### src/rtl/synctl_pkg.sv
// Shared constants for the serial synthesizer programming port.
// Assumes a fixed word of one address byte followed by a 16-bit payload.
package synctl_pkg;
    localparam int ADDR_BITS = 8;
    localparam int DATA_BITS = 16;
    localparam int WORD_BITS = ADDR_BITS + DATA_BITS;
    localparam int NUM_SYN   = 2;
    // Register offsets from a synthesizer base address.
    localparam int OFF_N = 1;
    localparam int OFF_S = 2;
    localparam int OFF_F = 3;
    // Payload bit that carries the reference-edge select.
    localparam int PS_BIT = 15;
    localparam int CNT_W = $clog2(WORD_BITS + 2);
endpackage

### src/rtl/synctl_sync.sv
// Two-stage synchronizer bank plus one delay stage for edge detection.
// Assumes inputs idle high, so every stage resets to 1 and no edge is
// produced when reset is released.
module synctl_sync #(
    parameter int W = 3
) (
    input  logic         clk,
    input  logic         rst_n,
    input  logic [W-1:0] din,
    output logic [W-1:0] q,
    output logic [W-1:0] q_d
);
    for (genvar gi = 0; gi < W; gi++) begin : g_bit
        logic st1, st2, st3;
        // Resynchronize one line and keep a delayed copy.
        always_ff @(posedge clk) begin
            if (!rst_n) begin
                st1 <= 1'b1;
                st2 <= 1'b1;
                st3 <= 1'b1;
            end else begin
                st1 <= din[gi];
                st2 <= st1;
                st3 <= st2;
            end
        end
        assign q[gi]   = st2;
        assign q_d[gi] = st3;
    end
endmodule

### src/rtl/synctl_shifter.sv
// Serial-to-parallel word assembler with exact-length framing.
// Shifts on synchronized serial clock rises while the strobe is low,
// counts bits (saturating past the word length) and raises load_stb
// on the strobe rise only when exactly WORD_BITS bits arrived.
module synctl_shifter
    import synctl_pkg::*;
(
    input  logic                 clk,
    input  logic                 rst_n,
    input  logic                 sck_rise,
    input  logic                 sdata,
    input  logic                 en_lvl,
    input  logic                 en_rise,
    output logic [WORD_BITS-1:0] word,
    output logic                 load_stb
);
    localparam logic [CNT_W-1:0] CNT_FULL = CNT_W'(WORD_BITS);
    localparam logic [CNT_W-1:0] CNT_SAT  = CNT_W'(WORD_BITS + 1);

    logic [WORD_BITS-1:0] sh_q;
    logic [CNT_W-1:0]     cnt_q;

    // Shift and count bits; the strobe level freezes the shifter and clears framing.
    always_ff @(posedge clk) begin
        if (!rst_n) begin
            sh_q  <= '0;
            cnt_q <= '0;
        end else if (en_lvl) begin
            cnt_q <= '0;
        end else if (sck_rise) begin
            sh_q  <= {sh_q[WORD_BITS-2:0], sdata};
            cnt_q <= (cnt_q == CNT_SAT) ? CNT_SAT : cnt_q + 1'b1;
        end
    end

    assign word     = sh_q;
    assign load_stb = en_rise && (cnt_q == CNT_FULL);

    // the shift register does not move while the strobe is high.
    a_r7_hold_while_en: assert property (@(posedge clk) disable iff (!rst_n)
        en_lvl |=> $stable(sh_q));
    // framing restarts on every strobe pulse.
    a_r8_frame_restart: assert property (@(posedge clk) disable iff (!rst_n)
        en_rise |=> (cnt_q == '0));
    // a load is only issued on a strobe rise.
    a_r8_load_on_rise: assert property (@(posedge clk) disable iff (!rst_n)
        load_stb |-> (en_lvl && en_rise));
endmodule

### src/rtl/synctl_regfile.sv
// Address decode and counter registers for NUM_SYN synthesizers plus the
// shared reference-edge select. Assumes load_stb is a one-cycle pulse
// with a stable word. Unknown addresses leave every register untouched.
module synctl_regfile
    import synctl_pkg::*;
#(
    parameter int              N_W   = 10,
    parameter int              S_W   = 4,
    parameter int              F_W   = 5,
    parameter logic [ADDR_BITS-1:0] BASE1 = 8'h00,
    parameter logic [ADDR_BITS-1:0] BASE2 = 8'h10
) (
    input  logic                           clk,
    input  logic                           rst_n,
    input  logic                           load_stb,
    input  logic [WORD_BITS-1:0]           word,
    output logic [NUM_SYN-1:0][N_W-1:0]    n_o,
    output logic [NUM_SYN-1:0][S_W-1:0]    s_o,
    output logic [NUM_SYN-1:0][F_W-1:0]    f_o,
    output logic [NUM_SYN-1:0]             ok_o,
    output logic                           ps_o
);
    localparam logic [ADDR_BITS-1:0] PS_ADDR = ADDR_BITS'(BASE2 + OFF_S);

    logic [ADDR_BITS-1:0] addr;
    logic [DATA_BITS-1:0] data;
    logic [NUM_SYN-1:0]   hit;
    logic                 ps_hit;
    logic                 ps_q;

    assign addr = word[WORD_BITS-1:DATA_BITS];
    assign data = word[DATA_BITS-1:0];

    for (genvar gi = 0; gi < NUM_SYN; gi++) begin : g_syn
        localparam logic [ADDR_BITS-1:0] BASE = (gi == 0) ? BASE1 : BASE2;
        logic           hit_n, hit_s, hit_f;
        logic [N_W-1:0] n_q;
        logic [S_W-1:0] s_q;
        logic [F_W-1:0] f_q;
        logic [2:0]     wr_q;

        assign hit_n = load_stb && (addr == ADDR_BITS'(BASE + OFF_N));
        assign hit_s = load_stb && (addr == ADDR_BITS'(BASE + OFF_S));
        assign hit_f = load_stb && (addr == ADDR_BITS'(BASE + OFF_F));
        assign hit[gi] = hit_n | hit_s | hit_f;

        // Load the addressed counter field and note that it was written.
        always_ff @(posedge clk) begin
            if (!rst_n) begin
                n_q  <= '0;
                s_q  <= '0;
                f_q  <= '0;
                wr_q <= '0;
            end else begin
                if (hit_n) begin
                    n_q     <= data[N_W-1:0];
                    wr_q[0] <= 1'b1;
                end
                if (hit_s) begin
                    s_q     <= data[S_W-1:0];
                    wr_q[1] <= 1'b1;
                end
                if (hit_f) begin
                    f_q     <= data[F_W-1:0];
                    wr_q[2] <= 1'b1;
                end
            end
        end

        assign n_o[gi]  = n_q;
        assign s_o[gi]  = s_q;
        assign f_o[gi]  = f_q;
        assign ok_o[gi] = &wr_q;

        // a ready flag never drops outside reset.
        a_r9_ok_sticky: assert property (@(posedge clk) disable iff (!rst_n)
            ok_o[gi] |=> ok_o[gi]);
    end

    assign ps_hit = load_stb && (addr == PS_ADDR);

    // Capture the reference-edge select from its host word.
    always_ff @(posedge clk) begin
        if (!rst_n)      ps_q <= 1'b0;
        else if (ps_hit) ps_q <= data[PS_BIT];
    end
    assign ps_o = ps_q;

    // a reserved address changes nothing.
    a_r6_reserved_hold: assert property (@(posedge clk) disable iff (!rst_n)
        (load_stb && (hit == '0)) |=>
            ($stable(n_o) && $stable(s_o) && $stable(f_o) && $stable(ps_o)));
    // the edge select follows payload bit 15 of its host word.
    a_r5_ps_follow: assert property (@(posedge clk) disable iff (!rst_n)
        ps_hit |=> (ps_o == $past(data[PS_BIT])));
    // no other load moves the edge select.
    a_r5_ps_other: assert property (@(posedge clk) disable iff (!rst_n)
        !ps_hit |=> $stable(ps_o));
endmodule

### src/rtl/synth_ctrl_port.sv
// Top level of the serial programming port for two synthesizers.
// Synchronizes the three serial lines, assembles 24-bit words and
// commits them to the counter registers on the strobe rise.
module synth_ctrl_port
    import synctl_pkg::*;
#(
    parameter int N_W = 10,
    parameter int S_W = 4,
    parameter int F_W = 5
) (
    input  logic           clk,
    input  logic           rst_n,
    input  logic           ser_clk,
    input  logic           ser_data,
    input  logic           ser_en,
    output logic [N_W-1:0] syn1_n,
    output logic [S_W-1:0] syn1_s,
    output logic [F_W-1:0] syn1_f,
    output logic           syn1_ok,
    output logic [N_W-1:0] syn2_n,
    output logic [S_W-1:0] syn2_s,
    output logic [F_W-1:0] syn2_f,
    output logic           syn2_ok,
    output logic           ref_rise_sel
);
    logic [2:0]                     sy_q, sy_d;
    logic                           sck_rise, en_rise;
    logic [WORD_BITS-1:0]           word;
    logic                           load_stb;
    logic [NUM_SYN-1:0][N_W-1:0]    n_v;
    logic [NUM_SYN-1:0][S_W-1:0]    s_v;
    logic [NUM_SYN-1:0][F_W-1:0]    f_v;
    logic [NUM_SYN-1:0]             ok_v;

    synctl_sync #(.W(3)) u_sync (
        .clk   (clk),
        .rst_n (rst_n),
        .din   ({ser_en, ser_data, ser_clk}),
        .q     (sy_q),
        .q_d   (sy_d)
    );

    assign sck_rise = sy_q[0] & ~sy_d[0];
    assign en_rise  = sy_q[2] & ~sy_d[2];

    synctl_shifter u_shift (
        .clk      (clk),
        .rst_n    (rst_n),
        .sck_rise (sck_rise),
        .sdata    (sy_q[1]),
        .en_lvl   (sy_q[2]),
        .en_rise  (en_rise),
        .word     (word),
        .load_stb (load_stb)
    );

    synctl_regfile #(.N_W(N_W), .S_W(S_W), .F_W(F_W)) u_regs (
        .clk      (clk),
        .rst_n    (rst_n),
        .load_stb (load_stb),
        .word     (word),
        .n_o      (n_v),
        .s_o      (s_v),
        .f_o      (f_v),
        .ok_o     (ok_v),
        .ps_o     (ref_rise_sel)
    );

    assign syn1_n  = n_v[0];
    assign syn1_s  = s_v[0];
    assign syn1_f  = f_v[0];
    assign syn1_ok = ok_v[0];
    assign syn2_n  = n_v[1];
    assign syn2_s  = s_v[1];
    assign syn2_f  = f_v[1];
    assign syn2_ok = ok_v[1];

    // nothing is loaded unless the strobe rose at the pin two edges earlier.
    a_r11_load_latency: assert property (@(posedge clk) disable iff (!rst_n)
        load_stb |-> ($past(ser_en, 2) && !$past(ser_en, 3)));
endmodule

### config.mk
export PLATFORM = sky130hd
export DESIGN_NAME = synth_ctrl_port
export DESIGN_NICKNAME = d
export VERILOG_FILES = /design/src/rtl/synctl_pkg.sv /design/src/rtl/synctl_sync.sv /design/src/rtl/synctl_shifter.sv /design/src/rtl/synctl_regfile.sv /design/src/rtl/synth_ctrl_port.sv
export SDC_FILE = /design/constraint.sdc
export NUM_CORES = 1
export LEC_CHECK = 0
export ABC_AREA = 1
export BUFFER_PORTS_ARGS = -buffer_cell sky130_fd_sc_hd__buf_2
export CORE_MARGIN = 1.5
export CORE_UTILIZATION = 35
export CTS_CLUSTER_DIAMETER = 120
export DETAILED_ROUTE_END_ITERATION = 7
export REMOVE_ABC_BUFFERS = 1
export SYNTH_ARGS = -nofsm -noshare
export SYNTH_HDL_FRONTEND = slang
export SYNTH_SLANG_ARGS = --single-unit
### constraint.sdc
create_clock -name clk -period 1.2 [get_ports clk]
set_input_delay 0.06 -clock clk [delete_from_list [all_inputs] [get_ports clk]]
set_output_delay 0.06 -clock clk [all_outputs]
set_load 0.01 [all_outputs]
### Word level (Yosys, flattened, before mapping)

Cells that the tools add are included.

| word-level totals | value |
|---|---|
| register bits | 82 |
| latch bits | 0 |
| RAM bits | 0 |
| bits in read-only memories | 0 |
| bits of input ports | 5 |
| output and inout port bits | 41 |
| word-level logic and storage cells | 50 |
| memories | 0 |

| operators by class | value |
|---|---|
| $add $sub $neg | 1 |
| multipliers | 0 |
| divide/modulo/power cells | 0 |
| order comparisons | 0 |
| equality and inequality tests | 8 |
| shift operators | 0 |
| mux-type cells | 1 |
| bitwise logic cells | 6 |
| reduce and logical (&&, ||, !) cells | 11 |

Operators by type and width:

| kind | number |
|---|---|
| == test 8 x 5 -> 1 bit (second input constant) | 3 |
| == test 8 x 2 -> 1 bit (second input constant) | 2 |
| == test 5 bit (second input constant) | 2 |
| == test 8 x 1 -> 1 bit (second input constant) | 1 |
| logical AND 1 bit | 7 |
| AND reduction 3 bit | 2 |
| adder 5 x 1 -> 5 bit (second input constant) | 1 |
| 2-to-1 mux 5 bit | 1 |
| inverter 1 bit | 4 |
| bitwise AND 1 bit | 2 |
| AND reduction 2 bit | 1 |
| OR reduction 2 bit | 1 |

### Depth between registers and ports, before layout

Gate-level depths: netlist of the first run.

| depth | value |
|---|---|
| depth in word-level cells | 4 |
| mapped depth | 9 |
| mapped depth without buffers | 7 |

### Modules after synthesis

A second synthesis of the first run with hierarchy kept.

| unflattened totals | value |
|---|---|
| cell total of the unflattened synthesis | 452 |
| area, all modules | 3,359.5 um^2 |

By module, submodules not included:

| module | times used | cells each | area an instance (um^2) | sequential area each (um^2) |
|---|---|---|---|---|
| synctl_regfile | 1 | 264 | 1,886.8 | 900.9 |
| synctl_shifter | 1 | 150 | 1,148.6 | 580.6 |
| synctl_sync | 1 | 34 | 304.0 | 180.2 |
| synth_ctrl_port | 1 | 4 | 20.0 | 0.0 |

### Least setup slack after synthesis of the first run

No wires, ideal clock.

| timing | value |
|---|---|
| path kind | register -> register |
| start | reg u_shift.cnt_q[0] |
| end | reg u_regs.g_syn[0].f_q[0] |
| data arrival time | 1.218 ns |
| slack | -0.133 ns |
| stages on the path, launching flop included | 9 |
| clock period less this slack | 1.333 ns |
| cells stage by stage | dfxtp_1 inv_1 ha_1 nand3b_1 nor2_2 buf_6 buf_6 a21oi_1 nor2_1 |

| between the ends | value |
|---|---|
| word-level cells in the longest chain between the ends | 3 |

Ends and longest elaborated chain:

| item | line | RTL |
|---|---|---|
| from (decl) | synctl_shifter.sv:21 | `logic [CNT_W-1:0] cnt_q;` |
| from (signal assigned) | synctl_shifter.sv:32 | `cnt_q <= (cnt_q == CNT_SAT) ? CNT_SAT : cnt_q + 1'b1;` |
| == test 5 bit | synctl_shifter.sv:37 | `assign load_stb = en_rise && (cnt_q == CNT_FULL);` |
| logical AND 1 bit | synctl_shifter.sv:37 |  |
| logical AND 1 bit | synctl_regfile.sv:44 | `assign hit_f = load_stb && (addr == ADDR_BITS'(BASE + OFF_F));` |
| to (signal assigned) | synctl_regfile.sv:64 | `f_q <= data[F_W-1:0];` |
| to (decl) | synctl_regfile.sv:39 | `logic [F_W-1:0] f_q;` |

No other way between the ends.
A chain may end at the register's enable or synchronous reset.

### Worst setup path after layout of the first run

| timing | value |
|---|---|
| start | reg u_shift.cnt_q[1] |
| end | reg u_regs.g_syn[0].f_q[0] |

Same word-level chain as after synthesis.

==> results.md, run 1 <==
- Drc violations: 0
- Mapped Cells: between 400 and 500
- Worst Path Buf+Inv: 4
- Initial Util: 35.69%
- CP arrival: ~1.7 ns
- Post-synth top area cell: dfxtp_1
- N_diodes: 0
- Top-area cell type share of the netlist area: 50.25%
- DRT antenna net count: 0
- Synth unique cells: 22
- Most frequent cell after synthesis: dfxtp_1
- Synth async-reset ratio: 0%
- Pwr/cell area: between 1000 and 1500 nW/µm²
- Worst path top cell family by delay: buffers and inverters
- Clk pin slew, worst setup/hold paths: approximately 0.090 ns
- Ranking of synthesized cells by area: dfxtp_1 50%, nor2_1 9.3%, a21oi_1 8.3%, nand2_1 7.7%, nand3_1 6.3%
- Fin crit period: 1.411 ns
- Die Width: 99.61 µm
- Max Freq: approximately 700 MHz
- RSZ-0062 raised after global routing: true
- Critical Path Sink Type: flip-flop
- Synth Register Bits: 82
- Worst hold path type: input pin to flip-flop
- Max_cap viols: 0
- Initial antenna violation count: 0
- DR iter-0 viols: 105
- Final Hold Vio Count: 0
- Synth Flop Type: dfxtp_1
- Sequential fraction of the synthesis area: around 50%
- YS warnings: 0
- Vias per inst: 4.723
- Wirelength per Cell: ~12 µm
- Final wirelength: ~7.6 mm
- WP data required: between 1 and 1.5 ns
- Final worst slack: -0.2106 ns
- TritonCTS buffer count: 9
- Hpwl dp: between 4 and 5 mm
- CP Launch Type: flip-flop
- Slew margin rel.: between 70% and 80%
- Clock root cell: clkbuf_8
- Crit Path Max Fanout: 6
- Gr ovfl total: 0
- Largest stage delay, worst path: between 0.3 and 0.4 ns
- Vias in the first global route: 2700
- Max-slew violation count: 0
- Leakage dissipation: around 1.8 nW
- PortBufs: 45
- P_sw: roughly 1.1 mW
- Outcome: finished, violations left
- Vias: about 3000
- Sequential share of power: about 52%
- Area grow syn2layout: 33.97%
- Clk pwr share: roughly 45%
- Total Routing Usage GR: between 10% and 20%
- Final setup vio count: 46
- Ports: 46
- Largest net degree at the start of global routing: 49
- Failing checks: setup timing
- First-pass GRT wire length: 12.57 mm
- Worst slew pin tran: ~0.43 ns
- Die area: ~10000 µm²
- Design area: between 4000 and 5000 µm²
- Worst setup path class: flip-flop to flip-flop
- Crit path top cell by count: buf_12
- Crit-path cells: inv_2, ha_4, nand3b_1, nor2_4, buf_12, buf_12, buf_16, nand3_2, nand2_1, nor2_1
- Final #Nets: about 520
- Highest-delay cell along the critical path: dfxtp_2
- Core footprint: a little over 9000 µm²
- Layout cells sized above 1: roughly 29%
- # clock sinks: between 80 and 90
- Net Sw Frac: 20.93%
- Tcrit/Tclk final: 117.6%
- Number of enable flip-flop cells after synthesis: 0
- Placer Congestion: 0.9126
- Mapped cell area: between 3000 and 4000 µm²
- Worst skew pair latency: 0.35 ns
- H-tree depth: 3
- First-pass iteration count of the detailed router: 4
- Gate power share: under 10%
- VDD IR-drop max: between 0.0006 and 0.0007 V
- Synthesized area per cell: roughly 7.5 µm²
- Fill cells: between 800 and 900
- Deepest clock path buffer count: 2
- Internal power consumption: roughly 4.2 mW
- Final Skew: around 0.0099 ns
- Die H: 99.61 µm
- FP Rows: 35
- Synth cell count leaders: 82 x dfxtp_1, 81 x nor2_1, 67 x nand2_1
- CTS tree: yes
- Post-Place Cell Area: around 3800 µm²
- Total Power: approximately 5.3 mW
## power by group through the flow
| stage | sequential [mW] | combinational [mW] | clock (mW) |
|---|---|---|---|
| after floorplan | 2.80 | 0.0789 | 0 |
| after global placement | 2.81 | 0.138 | 0 |
| after detailed placement | 2.81 | 0.140 | 0 |
| after CTS | 2.74 | 0.151 | 2.46 |
| after global routing | 2.75 | 0.175 | 2.59 |
| final | 2.74 | 0.153 | 2.38 |
## cell families (layout without fill, tap and decap cells)
group	count (synthesis)	in the layout	share of synthesized area (%)
and+or+nand+nor	206	206	26.69
AOI/OAI and AO/OA	83	83	12.75
DFF	82	82	50.25
buffers and inverters	64	139	9.154
adders and majority gates	3	3	1.149
## cells in the final DEF (no fill, tap or decap), types with 9 or more instances in the layout
cell type  instances
nor2_1            75
buf_4             21
a21oi_1           41
inv_1             36
o21ai_0           22
buf_2             45
nand3_1           35
dfxtp_1           79
clkbuf_8           9
nor2_2             9
nand2_1           64
a21oi_2           12
## tightest hold or removal path, stage by stage
cell     delay (ns)
buf_2          0.12
buf_4          0.20
nand2_1        0.08
nor2_1         0.03
## registers in the layout, indices dropped and copies added (netlist names)
register and cells:
u_regs.ps_o 1, u_regs.g_syn.wr_q 6, u_regs.g_syn.n_q 20, u_regs.g_syn.s_q 8, u_sync.g_bit.st2 3, u_shift.cnt_q 5, u_sync.g_bit.st3 2, u_shift.word 24
u_regs.g_syn.f_q 10, u_sync.g_bit.st1 3
## area by class of cell
| cell class | count | area, µm² | area share [%] |
|---|---|---|---|
| clock buffer | 9 | 123.9 | 2.830 |
| clock inverter | 6 | 115.1 | 2.630 |
| inverter | 39 | 146.4 | 3.345 |
| multi-input combinational | 292 | 1486 | 33.96 |
| sequential | 82 | 1645 | 37.59 |
| tap | 111 | 138.9 | 3.173 |
| timing repair buffer | 85 | 720.7 | 16.47 |
## metal layers
metal | up-vias | global-route usage, % | routed length [µm]
met5 | - | 0 | 0
met4 | 0 | 5.742 | 59
met3 | 5 | 4.287 | 345
met2 | 52 | 23.66 | 3417
met1 | 1348 | 21.71 | 3735
li1 | 1542 | - | -
## repair_timing
action                                 in CTS  in global routing
pin swaps                                   5                 10
endpoints found under the hold margin       3                  0
setup endpoints to repair                  50                 74
gates resized for setup                    27                 31
setup buffers                               5                  1
hold buffers                                3                  0
gates cloned                                2                  1
## per-stage QoR
stage | util [%] | TNS (ns) | instances | worst slack, ns | hold slack (ns)
5_1_grt | 47.82 | -11.73 | 624 | -0.2708 | 0.1845
2_1_floorplan | - | -55.53 | 413 | -1.109 | 0.1288
6_report | 47.82 | -6.300 | 624 | -0.2106 | 0.1905
3_3_place_gp | 41.34 | -4.572 | 599 | -0.1411 | 0.2489
4_1_cts | 46.19 | -5.910 | 624 | -0.1632 | 0.1688
3_5_place_dp | 41.34 | -6.326 | 599 | -0.1888 | 0.2524
## worst paths after layout
path                                                startpoint                                  end  slack (ns)  cells past startpoint
worst max-delay path             u_shift.cnt_q[1]$_SDFFE_PP0P_  u_regs.g_syn[0].f_q[0]$_SDFFE_PN0P_       -0.21                     10
worst min-delay path                                     rst_n  u_regs.g_syn[1].f_q[4]$_SDFFE_PN0P_        0.19                      4
worst max register to register   u_shift.cnt_q[1]$_SDFFE_PP0P_  u_regs.g_syn[0].f_q[0]$_SDFFE_PN0P_       -0.21                     10
worst min register to register  u_sync.g_bit[1].st1$_SDFF_PN1_       u_sync.g_bit[1].st2$_SDFF_PN1_        0.42                      1
Power figures use the tool's default switching activity.
==> run 2: changes to the inputs <==
--- a/config.mk
+++ b/config.mk
@@ -14,4 +14,5 @@
 export REMOVE_ABC_BUFFERS = 1
 export SYNTH_ARGS = -nofsm -noshare
 export SYNTH_HDL_FRONTEND = slang
+export SYNTH_HIERARCHICAL = 1
 export SYNTH_SLANG_ARGS = --single-unit
==> constraint.sdc (replaced) <==
create_clock -name clk -period 1.65 [get_ports clk]
set_input_delay 0.0825 -clock clk [delete_from_list [all_inputs] [get_ports clk]]
set_output_delay 0.0825 -clock clk [all_outputs]
set_load 0.01 [all_outputs]
==> results.md, run 2 <==
- FP Rows: 35 (unchanged)
- Final worst slack: -0.01931 ns (+0.1913 ns)
- Setup_tns: -0.1145 ns (+6.185 ns)
- Tcrit/Tclk final: 101.2% (-16 points)
- Max-slew violation count: 0 (unchanged)
- Design area: 4098 µm² (-6.4%)
- DRT antenna net count: 0 (unchanged)
- Mapped cell area: 3324 µm² (+1.8%)
- Final setup vio count: 10 (-78%)
- CP startpoint: u_shift/cnt_q[1]$_SDFFE_PP0P_
- Post-Place Cell Area: 3645 µm² (-3.7%)
- Initial Util: 35.98% (+0.28 points)
- Clk pin slew, worst setup/hold paths: 0.08 ns (about the same)
- Placer Congestion: 0.7515 (-18%)
- Worst slew pin tran: 0.4063 ns (-0.01936 ns)
- Pwr/cell area: 894.5 nW/µm² (-26%)
- Crit path top cell by count: nand3_2
- Hpwl dp: 4.300 mm (-12%)
- YS warnings: 6 (+6)
- Max reg flops: 24 (unchanged)
- Mapped Cells: 448 (+2.3%)
- Initial antenna violation count: 0 (unchanged)
- Largest stage delay, worst path: 0.33 ns (about the same)
- Area grow syn2layout: 23.26%
- Die area: 10090 µm² (+1.7%)
- Vias in the first global route: 2427 (-10%)
- Deepest clock path buffer count: 2 (unchanged)
- Outcome: finished, violations left
- Die H: 100.5 µm (+0.85%)
- Reg2reg start: u_shift/cnt_q[1]$_SDFFE_PP0P_
- Vias: 2751 (-6.7%)
- DR iter-0 viols: 102 (-2.9%)
- Busiest grt layer: met2
- Max Freq: 599.1 MHz (-15%)
- Min-delay src: rst_n
- CP arrival: 1.91 ns (+0.25 ns)
- Fin crit period: 1.669 ns (+0.2587 ns)
- Ports: 46 (unchanged)
- PortBufs: 45 (unchanged)
- Worst skew pair latency: 0.35 ns (about the same)
- Met1 Track Usage GR: 16.43% (-5.3 points)
- First-pass GRT wire length: 10.59 mm (-16%)
- Grt met3 use: 3.259% (-1.0 points)
- Worst path top cell family by delay: simple AND/OR/NAND/NOR gates
- Met2 Resource Use GR: 21.72% (-1.9 points)
- WP data required: 1.89 ns (+0.44 ns)
- Final Hold Vio Count: 0 (unchanged)
- Final Core Density: 44.35% (-3.5 points)
- Final hold slack: 0.1274 ns (-0.06314 ns)
- TritonCTS buffer count: 9 (unchanged)
- Placed cell count: 609 (+1.7%)
- Clock root cell: clkbuf_8
- Failing checks: setup timing
- H-tree depth: 3 (unchanged)
- Final Skew: 0.009256 ns (-0.0006195 ns)
- Total Routing Usage GR: 13.47% (-2.3 points)
- Die Width: 100.5 µm (+0.85%)
- Worst Path Buf+Inv: 4 (unchanged)
- # clock sinks: 82 (unchanged)
- Wirelength per Cell: 10.56 µm (-13%)
- Crit Path Max Fanout: 8 (+2)
- Synthesized area per cell: 7.421 µm² (-0.51%)
- Worst setup path class: flip-flop to flip-flop
- Crit-path cells: inv_2, ha_4, nand3_2, nor3_2, buf_4, buf_6, nand2_4, nor2_4, clkbuf_16, nand3_2, nand2_1, nor2_1
- Layout cells sized above 1: 23.32% (-5.3 points)
- Final wirelength: 6.706 mm (-11%)
- Fin cells: 635 (+1.8%)
- Final #Nets: 509 (-1.5%)
- Most common cell after layout, fill and taps aside: nor2_1
- RSZ-0062 raised after global routing: true
- Drc violations: 0 (unchanged)
- Highest-delay cell along the critical path: dfxtp_2
- VDD IR-drop max: 0.0004690 V (-32%)
- CP Launch Type: flip-flop
- Core footprint: 9240 µm² (+0.96%)
- Gr ovfl total: 0 (unchanged)
- Commonest non-fill, non-tap cells in the layout: 141 x nor2_1, 85 x nand2_1, 79 x dfxtp_1
- Critical Path Sink Type: flip-flop
- N_diodes: 0 (unchanged)
- Max_cap viols: 0 (unchanged)
- Vias per inst: 4.332 (-8.3%)
- Worst hold path type: input pin to flip-flop
- First-pass iteration count of the detailed router: 4 (unchanged)
- Leakage dissipation: 1.795 nW (-1.8%)
- Total Power: 3.665 mW (-31%)
- CTS tree: yes
- Place WS: 0.005157 ns (+0.1940 ns)
- Slew margin rel.: 72.91% (+1.3 points)
- Largest net degree at the start of global routing: 29 (-41%)
run 2: power breakdown:
| part | total, mW | internal [mW] | switching (mW) |
|---|---|---|---|
| sequential | 2.00 | 1.99 | 0.00612 |
| clock | 1.55 | 0.857 | 0.696 |
| combinational | 0.117 | 0.0443 | 0.0724 |
| total | 3.67 | 2.89 | 0.774 |
run 2: path summary, 6_finish.rpt:
path,slack (ns),to,cells past startpoint
worst max-delay path,-0.02,u_regs/g_syn[0].f_q[3]$_SDFFE_PN0P_,12
worst min-delay path,0.13,u_sync/g_bit[2].st3$_SDFF_PN1_,2
worst max register to register,-0.02,u_regs/g_syn[0].f_q[3]$_SDFFE_PN0P_,12
worst min register to register,0.40,u_sync/g_bit[0].st2$_SDFF_PN1_,2
run 2: cell type report:
cell class | count | area, µm²
Tap cell | 129 | 161.4
Inverter | 38 | 147.6
Clock buffer | 12 | 135.1
Multi-Input combinational cell | 305 | 1439
Clock inverter | 4 | 76.32
Timing Repair Buffer | 65 | 493.0
Sequential cell | 82 | 1645
Fill cell | 956 | 5142
run 2: metal layers:
layer / vias up / routed length [µm] / share of wire, %
met5: - / 0 / 0
met4: 0 / 80 / 1.2
met3: 6 / 217 / 3.2
met2: 45 / 3199 / 48
met1: 1241 / 3209 / 48
li1: 1459 / - / -
run 2: timing repair:
| item | CTS | global route |
|---|---|---|
| resized for setup | 1 | 28 |
| endpoints found under the setup margin | 4 | 42 |
| pin swaps | 0 | 13 |
| hold buffers | 3 | 0 |
| endpoints found under the hold margin | 3 | 0 |
| buffers inserted | 0 | 4 |
| gates cloned | 0 | 3 |
==> run 3: changes to the inputs <==
==> constraint.sdc (replaced) <==
create_clock -name clk -period 2.2 [get_ports clk]
set_input_delay 0.11 -clock clk [delete_from_list [all_inputs] [get_ports clk]]
set_output_delay 0.11 -clock clk [all_outputs]
set_load 0.01 [all_outputs]
==> results.md, run 3 (synthesis results as in run 2) <==
- Outcome: complete, no violations
- Post_cts resized: 0 (-1)
- DR iter-0 viols: 135 (+32%)
- Commonest non-fill, non-tap cells in the layout: 144 x nor2_1, 90 x nand2_1, 82 x dfxtp_1
- First-pass iteration count of the detailed router: 4 (unchanged)
- Layout cells sized above 1: 17.07% (-6.2 points)
- Max-slew violation count: 0 (unchanged)
- Net Sw Frac: 22.87% (+1.7 points)
- Register-to-register setup slack: 0.41 ns (+0.43 ns)
- WP data required: 2.47 ns (+0.58 ns)
- TritonCTS buffer count: 9 (unchanged)
- Min-delay src: rst_n
- Total Routing Usage GR: 13.64% (+0.16 points)
- # clock sinks: 82 (unchanged)
- Die area: 10090 µm² (unchanged)
- Worst skew pair latency: 0.36 ns (about the same)
- P_sw: 0.6484 mW (-16%)
- Initial Util: 35.98% (unchanged)
- Critical Path Sink Type: flip-flop
- Clock root cell: clkbuf_8
- Clk pin slew, worst setup/hold paths: 0.10 ns (+0.02 ns)
- Gate power share: 3.0% (-0.2 points)
- DRT antenna net count: 0 (unchanged)
- Total Power: 2.835 mW (-23%)
- Final #Nets: 495 (-2.8%)
- Hpwl dp: 4.237 mm (-1.5%)
- CTS tree: yes
- Final hold slack: 0.2166 ns (+0.08918 ns)
- Reg2reg start: u_shift/cnt_q[1]$_SDFFE_PP0P_
- First-pass GRT wire length: 10.80 mm (+2.0%)
- Largest net degree at the start of global routing: 33 (+14%)
- Final Hold Vio Count: 0 (unchanged)
- Vias in the first global route: 2437 (+0.41%)
- Slew margin rel.: 48.19% (-25 points)
- Design area: 3815 µm² (-6.9%)
- Gr ovfl total: 0 (unchanged)
- Reg-to-reg critical path endpoint: u_regs/g_syn[1].n_q[4]$_SDFFE_PN0P_
- Setup_tns: 0 ns (+0.1145 ns)
- Fin crit period: 1.786 ns (+0.1171 ns)
- Leakage dissipation: 1.692 nW (-5.7%)
- Final Core Density: 41.29% (-3.1 points)
- Tcrit/Tclk final: 81.20% (-20 points)
- CP Launch Type: flip-flop
- VDD IR-drop max: 0.0003032 V (-35%)
- FP Rows: 35 (unchanged)
- Vias per inst: 4.295 (-0.87%)
- Core footprint: 9240 µm² (unchanged)
- Vias: 2667 (-3.1%)
- Die Width: 100.5 µm (unchanged)
- Deepest clock path buffer count: 2 (unchanged)
- Max reg flops: 24 (unchanged)
- RSZ-0062 raised after global routing: false
- Most common cell after layout, fill and taps aside: nor2_1
- Max Freq: 559.8 MHz (-6.6%)
- Max_cap viols: 0 (unchanged)
- Crit Path Max Fanout: 21 (+13)
- Internal power consumption: 2.186 mW (-24%)
- Final wirelength: 6.303 mm (-6.0%)
- Initial antenna violation count: 0 (unchanged)
- Wirelength per Cell: 10.15 µm (-3.9%)
- Clk pwr share: 44.3% (+1.9 points)
- Ports: 46 (unchanged)
- CP arrival: 2.05 ns (+0.14 ns)
- Placer Congestion: 0.7871 (+4.7%)
- Final setup vio count: 0 (-10)
- Pwr/cell area: 743.0 nW/µm² (-17%)
- Sequential share of power: 52.8% (-1.6 points)
- Fin cells: 621 (-2.2%)
- Area grow syn2layout: 14.75%
- Final worst slack: 0.4136 ns (+0.4329 ns)
- Placed cell count: 602 (-1.1%)
- Worst Hold Depth: 2 (unchanged)
- H-tree depth: 3 (unchanged)
- Post-Place Cell Area: 3555 µm² (-2.5%)
- Place WS: 0.3976 ns (+0.3925 ns)
- Final Skew: 0.01353 ns (+0.004270 ns)
- Drc violations: 0 (unchanged)
- Worst slew pin tran: 0.7743 ns (+0.3680 ns)
- N_diodes: 0 (unchanged)
- Min-Delay Endpoint: u_sync/g_bit[2].st1$_SDFF_PN1_
- PortBufs: 45 (unchanged)
- Worst hold path type: input pin to flip-flop
- Postcts setup bufs: 0 (unchanged)
- Number of cells on the worst reg-to-reg path: 10 (-2)
- Die H: 100.5 µm (unchanged)
- Worst setup path class: flip-flop to flip-flop
[run 3: layout make-up]
class                           count  area, µm²
Sequential cell                    82       1642
Inverter                           38      147.6
Multi-Input combinational cell    305       1344
Fill cell                         968       5425
Clock inverter                      7      106.4
Tap cell                          129      161.4
Timing Repair Buffer               51      290.3
Clock buffer                        9      123.9
[run 3: worst max path at each step]
stage / slack [ns] / cells after the start / to / startpoint
floorplan: 0.50 / 9 / u_regs/g_syn[0].n_q[0]$_SDFFE_PN0P_ / u_shift/cnt_q[1]$_SDFFE_PP0P_
global placement: 0.44 / 10 / u_regs/g_syn[0].n_q[9]$_SDFFE_PN0P_ / u_shift/cnt_q[1]$_SDFFE_PP0P_
detailed placement: 0.40 / 10 / u_regs/g_syn[0].n_q[0]$_SDFFE_PN0P_ / u_shift/cnt_q[1]$_SDFFE_PP0P_
CTS: 0.38 / 10 / u_regs/g_syn[0].n_q[3]$_SDFFE_PN0P_ / u_shift/cnt_q[1]$_SDFFE_PP0P_
global route: 0.20 / 10 / u_regs/g_syn[0].n_q[5]$_SDFFE_PN0P_ / u_shift/cnt_q[1]$_SDFFE_PP0P_
finish: 0.41 / 10 / u_regs/g_syn[1].n_q[4]$_SDFFE_PN0P_ / u_shift/cnt_q[1]$_SDFFE_PP0P_
[run 3: repair_timing]
action,in CTS,in global routing
hold endpoints to repair,3,0
hold buffers,3,0
endpoints found under the setup margin,0,0
[run 3: power groups by stage]
stage          clock network (mW)  logic, mW  registers, mW
6_report                     1.25     0.0837           1.50
5_1_grt                      1.35     0.0980           1.50
4_1_cts                      1.29     0.0847           1.50
3_5_place_dp                    0     0.0804           1.53
3_3_place_gp                    0     0.0793           1.53
2_1_floorplan                   0     0.0462           1.53
[run 3: critical path: stages, from the launching register on]
cell     delay, ns
dfxtp_1       0.33
inv_1         0.10
ha_1          0.15
nand3_1       0.07
nor3_1        0.14
buf_4         0.16
nand3_2       0.11
nor2_4        0.41
nand2_1       0.10
nand2_1       0.08
nor2_1        0.04
[run 3: metal layers]
layer | vias up | part of all wire, % | wire length [µm] | GRT usage [%]
li1 | 1434 | - | - | -
met1 | 1175 | 50 | 3176 | 17.42
met2 | 49 | 43 | 2739 | 21.19
met3 | 9 | 4.3 | 272 | 4.300
met4 | 0 | 1.8 | 115 | 5.959
met5 | - | 0 | 0 | 0
